==> src/rtl/i2cm_pkg.sv <==
package i2cm_pkg;

  localparam logic [2:0] OP_RECOVER = 3'd1;
  localparam logic [2:0] OP_START   = 3'd2;
  localparam logic [2:0] OP_STOP    = 3'd3;
  localparam logic [2:0] OP_WRITE   = 3'd4;
  localparam logic [2:0] OP_READ    = 3'd5;

  // what one bit slot does with the two wires
  typedef enum logic [2:0] {
    K_START,
    K_STOP,
    K_ONE,
    K_TX,
    K_ACK
  } kind_e;

  typedef struct packed {
    logic load;       // capture txByte into the shifter
    logic shiftIn;    // shift the sampled SDA level in
    logic ackCap;     // store the ninth-pulse level
    logic finish;     // command complete
    logic publish;    // copy the shifter to rxByte
    logic lineUpd;    // update the SCL level
    logic sclHigh;
    logic sdaUpd;     // update the SDA level
    logic sdaHigh;
    logic sdaEdgeOk;  // SDA may move while SCL is high
  } strobe_t;

  function automatic logic isEdgeKind(input kind_e k);
    return (k == K_START) || (k == K_STOP);
  endfunction

  function automatic logic sclLevel(input kind_e k, input logic [1:0] q);
    if (k == K_STOP) return q != 2'd0;
    return (q == 2'd1) || (q == 2'd2);
  endfunction

  function automatic logic sdaLevel(input kind_e k, input logic [1:0] q,
                                    input logic msb, input logic ack);
    case (k)
      K_START: return q < 2'd2;
      K_STOP:  return q >= 2'd2;
      K_TX:    return msb;
      K_ACK:   return ack;
      default: return 1'b1;
    endcase
  endfunction

endpackage

==> src/rtl/i2cm_tick.sv <==
module i2cm_tick #(
  parameter int DIV_W = 16
) (
  input  logic             clk,
  input  logic             rstN,
  input  logic             restart,
  input  logic             run,
  input  logic [DIV_W-1:0] divQuarter,
  output logic             tick
);

  logic [DIV_W-1:0] cntQ;
  logic [DIV_W-1:0] divQ;

  assign tick = run && (cntQ == '0);

  always_ff @(posedge clk or negedge rstN) begin
    if (!rstN) begin
      cntQ <= '0;
      divQ <= '0;
    end else if (restart) begin
      cntQ <= divQuarter;
      divQ <= divQuarter;
    end else if (run) begin
      cntQ <= (cntQ == '0) ? divQ : cntQ - 1'b1;
    end
  end

  // a quarter longer than one clock never ticks twice in a row
  a_r3_tick_gap: assert property (@(posedge clk) disable iff (!rstN)
    (tick && divQ != '0) |=> !tick);

endmodule

==> src/rtl/i2cm_ctrl.sv <==
module i2cm_ctrl
  import i2cm_pkg::*;
#(
  parameter int NBITS = 8
) (
  input  logic       clk,
  input  logic       rstN,
  input  logic       cmdValid,
  input  logic [2:0] cmdOp,
  input  logic       txFirst,
  input  logic       ackLevel,
  input  logic       txMsb,
  input  logic       tick,
  output logic       cmdReady,
  output logic       run,
  output logic       restart,
  output strobe_t    st
);

  localparam int RECOVER_PULSES = NBITS + 1;
  localparam int SLOT_W = $clog2(RECOVER_PULSES + 2);
  typedef logic [SLOT_W-1:0] slot_t;

  typedef enum logic {S_IDLE, S_RUN} state_e;

  state_e     stateQ;
  logic [2:0] opQ;
  logic       ackQ;
  slot_t      slotQ;
  logic [1:0] qtrQ;

  function automatic logic legalOp(input logic [2:0] op);
    return (op >= OP_RECOVER) && (op <= OP_READ);
  endfunction

  function automatic logic byteOp(input logic [2:0] op);
    return (op == OP_WRITE) || (op == OP_READ);
  endfunction

  function automatic slot_t lastSlot(input logic [2:0] op);
    case (op)
      OP_RECOVER:        return slot_t'(RECOVER_PULSES);
      OP_WRITE, OP_READ: return slot_t'(NBITS);
      default:           return '0;
    endcase
  endfunction

  function automatic kind_e kindOf(input logic [2:0] op, input slot_t s);
    case (op)
      OP_RECOVER: return (s == slot_t'(RECOVER_PULSES)) ? K_STOP : K_ONE;
      OP_START:   return K_START;
      OP_WRITE:   return (s == slot_t'(NBITS)) ? K_ONE : K_TX;
      OP_READ:    return (s == slot_t'(NBITS)) ? K_ACK : K_ONE;
      default:    return K_STOP;
    endcase
  endfunction

  logic       accept;
  logic       atEnd;
  logic [1:0] nxtQtr;
  slot_t      nxtSlot;
  kind_e      curKind;
  kind_e      nxtKind;
  kind_e      firstKind;

  assign cmdReady  = (stateQ == S_IDLE);
  assign run       = (stateQ == S_RUN);
  assign accept    = cmdValid && cmdReady;
  assign restart   = accept && legalOp(cmdOp);
  assign atEnd     = (qtrQ == 2'd3) && (slotQ == lastSlot(opQ));
  assign nxtQtr    = qtrQ + 2'd1;
  assign nxtSlot   = (qtrQ == 2'd3) ? slotQ + 1'b1 : slotQ;
  assign curKind   = kindOf(opQ, slotQ);
  assign nxtKind   = kindOf(opQ, nxtSlot);
  assign firstKind = kindOf(cmdOp, '0);

  always_comb begin
    st = '0;
    if (accept) begin
      if (legalOp(cmdOp)) begin
        st.load      = 1'b1;
        st.lineUpd   = 1'b1;
        st.sclHigh   = sclLevel(firstKind, 2'd0);
        st.sdaUpd    = 1'b1;
        st.sdaHigh   = sdaLevel(firstKind, 2'd0, txFirst, ackLevel);
        st.sdaEdgeOk = isEdgeKind(firstKind);
      end else begin
        st.finish = 1'b1;
      end
    end else if (run && tick) begin
      if (atEnd) begin
        st.finish  = 1'b1;
        st.publish = byteOp(opQ);
      end else begin
        st.lineUpd   = 1'b1;
        st.sclHigh   = sclLevel(nxtKind, nxtQtr);
        st.sdaUpd    = isEdgeKind(nxtKind) || (nxtQtr == 2'd0);
        st.sdaHigh   = sdaLevel(nxtKind, nxtQtr, txMsb, ackQ);
        st.sdaEdgeOk = isEdgeKind(nxtKind);
      end
      // sample at the middle of the SCL high phase
      if (qtrQ == 2'd1 && !isEdgeKind(curKind) && byteOp(opQ)) begin
        if (slotQ < slot_t'(NBITS)) st.shiftIn = 1'b1;
        else                        st.ackCap  = 1'b1;
      end
    end
  end

  always_ff @(posedge clk or negedge rstN) begin
    if (!rstN) begin
      stateQ <= S_IDLE;
      opQ    <= '0;
      ackQ   <= 1'b1;
      slotQ  <= '0;
      qtrQ   <= '0;
    end else if (restart) begin
      stateQ <= S_RUN;
      opQ    <= cmdOp;
      ackQ   <= ackLevel;
      slotQ  <= '0;
      qtrQ   <= '0;
    end else if (run && tick) begin
      if (atEnd) stateQ <= S_IDLE;
      qtrQ  <= nxtQtr;
      slotQ <= nxtSlot;
    end
  end

  // an undefined opcode never starts bus activity
  a_r9_illegal_idle: assert property (@(posedge clk) disable iff (!rstN)
    (accept && !legalOp(cmdOp)) |=> (stateQ == S_IDLE));

endmodule

==> src/rtl/i2cm_dpath.sv <==
module i2cm_dpath
  import i2cm_pkg::*;
#(
  parameter int NBITS = 8
) (
  input  logic             clk,
  input  logic             rstN,
  input  strobe_t          st,
  input  logic [NBITS-1:0] txByte,
  input  logic             sdaIn,
  output logic             txMsb,
  output logic             sclOe,
  output logic             sdaOe,
  output logic [NBITS-1:0] rxByte,
  output logic             ackSeen,
  output logic             done
);

  logic [NBITS-1:0] shiftQ;

  assign txMsb = shiftQ[NBITS-1];

  always_ff @(posedge clk or negedge rstN) begin
    if (!rstN) begin
      shiftQ  <= '0;
      sclOe   <= 1'b0;
      sdaOe   <= 1'b0;
      rxByte  <= '0;
      ackSeen <= 1'b1;
      done    <= 1'b0;
    end else begin
      done <= st.finish;
      if (st.load)         shiftQ  <= txByte;
      else if (st.shiftIn) shiftQ  <= {shiftQ[NBITS-2:0], sdaIn};
      if (st.ackCap)       ackSeen <= sdaIn;
      if (st.publish)      rxByte  <= shiftQ;
      if (st.lineUpd)      sclOe   <= !st.sclHigh;
      if (st.sdaUpd)       sdaOe   <= !st.sdaHigh;
    end
  end

  // with SCL released, SDA moves only for a START or STOP
  a_r6_sda_steady: assert property (@(posedge clk) disable iff (!rstN)
    ((sdaOe != $past(sdaOe)) && !sclOe && !$past(sclOe)) |-> $past(st.sdaEdgeOk));

  // rxByte changes only when a byte command publishes
  a_r10_rx_hold: assert property (@(posedge clk) disable iff (!rstN)
    !$past(st.publish) |-> (rxByte == $past(rxByte)));

  // ackSeen changes only on a ninth-pulse capture
  a_r9_ack_hold: assert property (@(posedge clk) disable iff (!rstN)
    !$past(st.ackCap) |-> (ackSeen == $past(ackSeen)));

endmodule

==> src/rtl/i2cm_engine.sv <==
module i2cm_engine
  import i2cm_pkg::*;
#(
  parameter int DIV_W = 16,
  parameter int NBITS = 8
) (
  input  logic             clk,
  input  logic             rstN,
  input  logic [DIV_W-1:0] divQuarter,
  input  logic             cmdValid,
  output logic             cmdReady,
  input  logic [2:0]       cmdOp,
  input  logic [NBITS-1:0] txByte,
  input  logic             ackLevel,
  output logic             done,
  output logic [NBITS-1:0] rxByte,
  output logic             ackSeen,
  output logic             sclOe,
  output logic             sdaOe,
  input  logic             sdaIn
);

  strobe_t st;
  logic    tick;
  logic    run;
  logic    restart;
  logic    txMsb;

  i2cm_tick #(.DIV_W(DIV_W)) uTick (
    .clk(clk), .rstN(rstN), .restart(restart), .run(run),
    .divQuarter(divQuarter), .tick(tick)
  );

  i2cm_ctrl #(.NBITS(NBITS)) uCtrl (
    .clk(clk), .rstN(rstN), .cmdValid(cmdValid), .cmdOp(cmdOp),
    .txFirst(txByte[NBITS-1]), .ackLevel(ackLevel), .txMsb(txMsb),
    .tick(tick), .cmdReady(cmdReady), .run(run), .restart(restart), .st(st)
  );

  i2cm_dpath #(.NBITS(NBITS)) uDpath (
    .clk(clk), .rstN(rstN), .st(st), .txByte(txByte), .sdaIn(sdaIn),
    .txMsb(txMsb), .sclOe(sclOe), .sdaOe(sdaOe), .rxByte(rxByte),
    .ackSeen(ackSeen), .done(done)
  );

  // completion always coincides with the engine being free again
  a_r2_done_ready: assert property (@(posedge clk) disable iff (!rstN)
    done |-> cmdReady);

endmodule

==> config.mk <==
export PLATFORM = sky130hd
export DESIGN_NAME = i2cm_engine
export DESIGN_NICKNAME = d
export VERILOG_FILES = /design/src/rtl/i2cm_pkg.sv /design/src/rtl/i2cm_tick.sv /design/src/rtl/i2cm_ctrl.sv /design/src/rtl/i2cm_dpath.sv /design/src/rtl/i2cm_engine.sv
export SDC_FILE = /design/constraint.sdc
export NUM_CORES = 1
export LEC_CHECK = 0
export BUFFER_PORTS_ARGS = -buffer_cell sky130_fd_sc_hd__buf_2
export CAP_MARGIN = 20
export CORE_UTILIZATION = 55
export CTS_CLUSTER_SIZE = 28
export DETAILED_ROUTE_END_ITERATION = 16
export GPL_ROUTABILITY_DRIVEN = 0
export HOLD_SLACK_MARGIN = 0.1
export PLACE_DENSITY = 0.82
export SYNTH_ARGS = -nofsm -noshare
export SYNTH_HDL_FRONTEND = slang
export SYNTH_SLANG_ARGS = --single-unit
==> constraint.sdc <==
create_clock -name clk -period 3.25 [get_ports clk]
set_input_delay 0.65 -clock clk [delete_from_list [all_inputs] [get_ports clk]]
set_output_delay 0.65 -clock clk [all_outputs]
set_load 0.02 [all_outputs]
==> impl_metrics.py <==
metrics = {
    "clock_tree": {
        "htree_levels": 3,
        "cts.repair.resized": 0,
        "clkLatencyLatePin_ns": 0.35,
        "cts_setup_buffers": 0,
        "cts.path.max_buffers": 2,
        "cts_root_buffer": "clkbuf_8",
        "cts_buffers": 9,
        "cts_hold_buffers": 0,
        "clkSinkCount": 63,
        "cts_tree": "done",
        "clkTransAtPathRegs_ns": 0.07,
    },
    "routing": {
        "routed_wl_um": 7621,
        "first_iter_violations": 271,
        "drc": 0,
        "final_antenna_net_count": 0,
        "via_count": 2881,
        "routedWlPerCell_um": 15.49,
        "dr.pass1.iters": 4,
        "vias_per_cell": 5.856,
    },
    "sta": {
        "maxSlewHeadroom": 0.3962,
        "rsz0062_at_grt": "no",
        "max_freq_mhz": 369.0,
        "slew_viol_final": 0,
        "fin_setup_tns_ns": 0,
        "finalHoldViolCount": 0,
        "skew_ns": 0.01298,
        "worst_slew_pin_slew_ns": 0.9024,
        "fin_crit_sh": 0.8339,
        "finalSetupViolations": 0,
        "fin_crit_ns": 2.710,
        "hold_slack_ns": 0.3619,
    },
    "global_route": {
        "gr-usage-all-layers": 0.2574,
        "antenna_found_initial": 0,
        "grt_pass1_wl_um": 12690,
        "grt_start_max_net_pins": 33,
        "overflow": 0,
        "grt_pass1_vias": 2717,
    },
    "floorplanning": {
        "dieArea_um2": 6495,
        "die_w_um": 80.59,
        "io_pins": 45,
        "start_util": 0.5704,
        "num_rows": 28,
        "die_h_um": 80.59,
        "core_area_um2": 5956,
    },
    "worst_setup_path": {
        "slowest_delay_ns": 0.51,
        "rrSetupSlack_ns": 0.54,
        "r2r_cells": 8,
        "crit_start": "uCtrl.slotQ[0]",
        "cp.arrival_ns": 2.95,
        "path_buf_inv": 1,
        "cp.required_ns": 3.49,
        "path_class": "flip-flop to flip-flop",
        "slowest_stage": "dfrtp_1",
        "r2r-start": "uCtrl.slotQ[0]",
        "reg2reg_to": "uDpath.sdaOe",
        "cp_max_fo": 9,
        "cp_top_family": "simple AND/OR/NAND/NOR gates",
        "cp_cell_sequence": "inv_1 -> ha_1 -> and4b_1 -> nor3_1 -> o31ai_1 -> nor4_1 -> o311ai_0 -> and3_1",
        "worstSetupEndpointType": "flip-flop",
        "startpoint_type": "flip-flop",
    },
    "logic_synthesis": {
        "synth_fp_nets": 409,
        "synth_warnings": 0,
        "synth-compound-area-share": 0.1654,
        "synth.most_common_cell": "nand2_1",
        "synth_seq_cells": 63,
        "async_reset_ff_frac": 1.000,
        "synthSimpleGateAreaFrac": 0.2221,
        "syn_area_um2": 3397,
        "synth_top_family_by_area": "simple AND/OR/NAND/NOR gates",
        "synth-xor-area-share": 0.01031,
        "synth_edf_count": 0,
        "ys_dominant_reg_cell": "dfrtp_1",
        "synthMuxAreaShare": 0.07514,
        "netlist_top_cells_count": "nand2_1 (74), dfrtp_1 (61), nor2_1 (31)",
        "synthDominantCellAreaShare": 0.4494,
        "synthAdderAreaFrac": 0.01842,
        "synth_area_leader_cell": "dfrtp_1",
        "ys_types": 60,
        "synth_cells": 372,
        "ys_seq_area_frac": 0.4648,
        "synth_area_per_cell_um2": 9.132,
        "synth_area_leaders": "dfrtp_1 (45%), nand2_1 (8.2%), o21ai_0 (4.4%), mux2_2 (4.0%), mux2i_1 (3.5%)",
    },
    "run": {
        "maxCapViolCount": 0,
    },
    "cells_and_area": {
        "layoutNonFillerInstCount": 492,
        "drive_gt1_frac": 0.2158,
        "diodes": 0,
        "synthToLayoutAreaGrowth_pct": 14.11,
        "fin_nets": 449,
    },
    "placed_design": {
        "placed_cells": 476,
        "io_buffers": 44,
        "hpwl_um": 5087,
    },
    "worst_hold_path": {
        "hold_path_class": "primary input to async pin",
    },
    "power": {
        "leakage_nw": 1.851,
        "vdd_ir_drop_max_uv": 390.2,
        "cellPowerDensity_nw_per_um2": 504.7,
    },
    "run_status": {
        "status": "completed",
    },
}
==> through the flow <==
stage	power (mW)	cell area, um^2	utilization	setup WS, ns
final	1.956	3876	0.6508	0.5397
after global routing	2.048	3876	0.6508	0.3284
after CTS	1.959	3876	0.6508	0.5986
after detailed placement	1.223	3664	0.6151	0.6351
after floorplan	1.127	3397	-	0.8928
after global placement	1.206	3664	0.6151	0.7796
==> sequential cells by signal, summed over array words and instances, names as in the netlist <==
signal	cells
uTick.cntQ	16
uCtrl.run	1
uCtrl.qtrQ	2
uDpath.done	1
uDpath.ackSeen	1
uDpath.sdaOe	1
uDpath.shiftQ	8
uDpath.sclOe	1
uCtrl.slotQ	4
uDpath.rxByte	8
uCtrl.opQ	3
uTick.divQ	16
uCtrl.ackQ	1
==> how the worst max path moves through the flow <==
stage,to,slack [ns],cells past startpoint
CTS,uDpath.sclOe,0.60,6
floorplan,uDpath.sclOe,0.89,8
global placement,uDpath.sclOe,0.78,6
finish,uDpath.sdaOe,0.54,8
global route,uDpath.sdaOe,0.33,8
detailed placement,uDpath.sclOe,0.64,6
==> routing by layer <==
| metal | vias up | part of all wire | GRT usage |
|---|---|---|---|
| met5 | - | 0 | 0 |
| met4 | 0 | 0.018 | 0.08750 |
| met3 | 13 | 0.055 | 0.06136 |
| met2 | 101 | 0.49 | 0.4076 |
| met1 | 1377 | 0.44 | 0.3449 |
| li1 | 1390 | - | - |
==> placed cells by master, fill, tap and decap left out, types with 3 or more instances in the layout <==
cell	synthesis	layout
a211oi_1	4	4
a21oi_1	6	6
a22oi_1	3	3
a31oi_1	4	4
buf_2	5	44
buf_4	1	7
clkbuf_8	0	9
dfrtp_1	61	61
ha_1	5	5
inv_1	11	11
mux2_2	12	12
mux2i_1	12	12
nand2_1	74	74
nand2b_1	3	3
nand3_1	11	11
nand4_1	5	5
nor2_1	31	31
nor2b_1	4	3
nor3_1	7	7
nor4_1	3	3
o21a_1	4	4
o21ai_0	30	30
o21ai_1	6	6
o2bb2ai_1	3	3
o31ai_1	5	5
==> logic make-up (layout without fill, tap and decap cells) <==
logic type / count (synthesis) / count (layout)
AOI/OAI and AO/OA: 85 / 85
xor gates and xnor gates: 4 / 4
adders and majority gates: 5 / 5
buffers and inverters: 33 / 78
DFF: 63 / 63
muxes: 24 / 24
and+or+nand+nor: 158 / 158
==> cell type report <==
type                    instances  area [um^2]
fillers                       506         2079
multi-input cells             276         1677
flip-flops and latches         63         1579
repair buffers                 51        272.8
clock buffers                  10        127.6
well taps                      75        93.84
clock inverters                 6        85.08
inverters                      11        41.29
==> power by group <==
group,total [mW],switching [mW],internal [mW]
combinational,0.256,0.134,0.121
clock,0.745,0.315,0.429
sequential,0.956,0.0907,0.865
No activity file was read; power rests on OpenSTA's default activity.
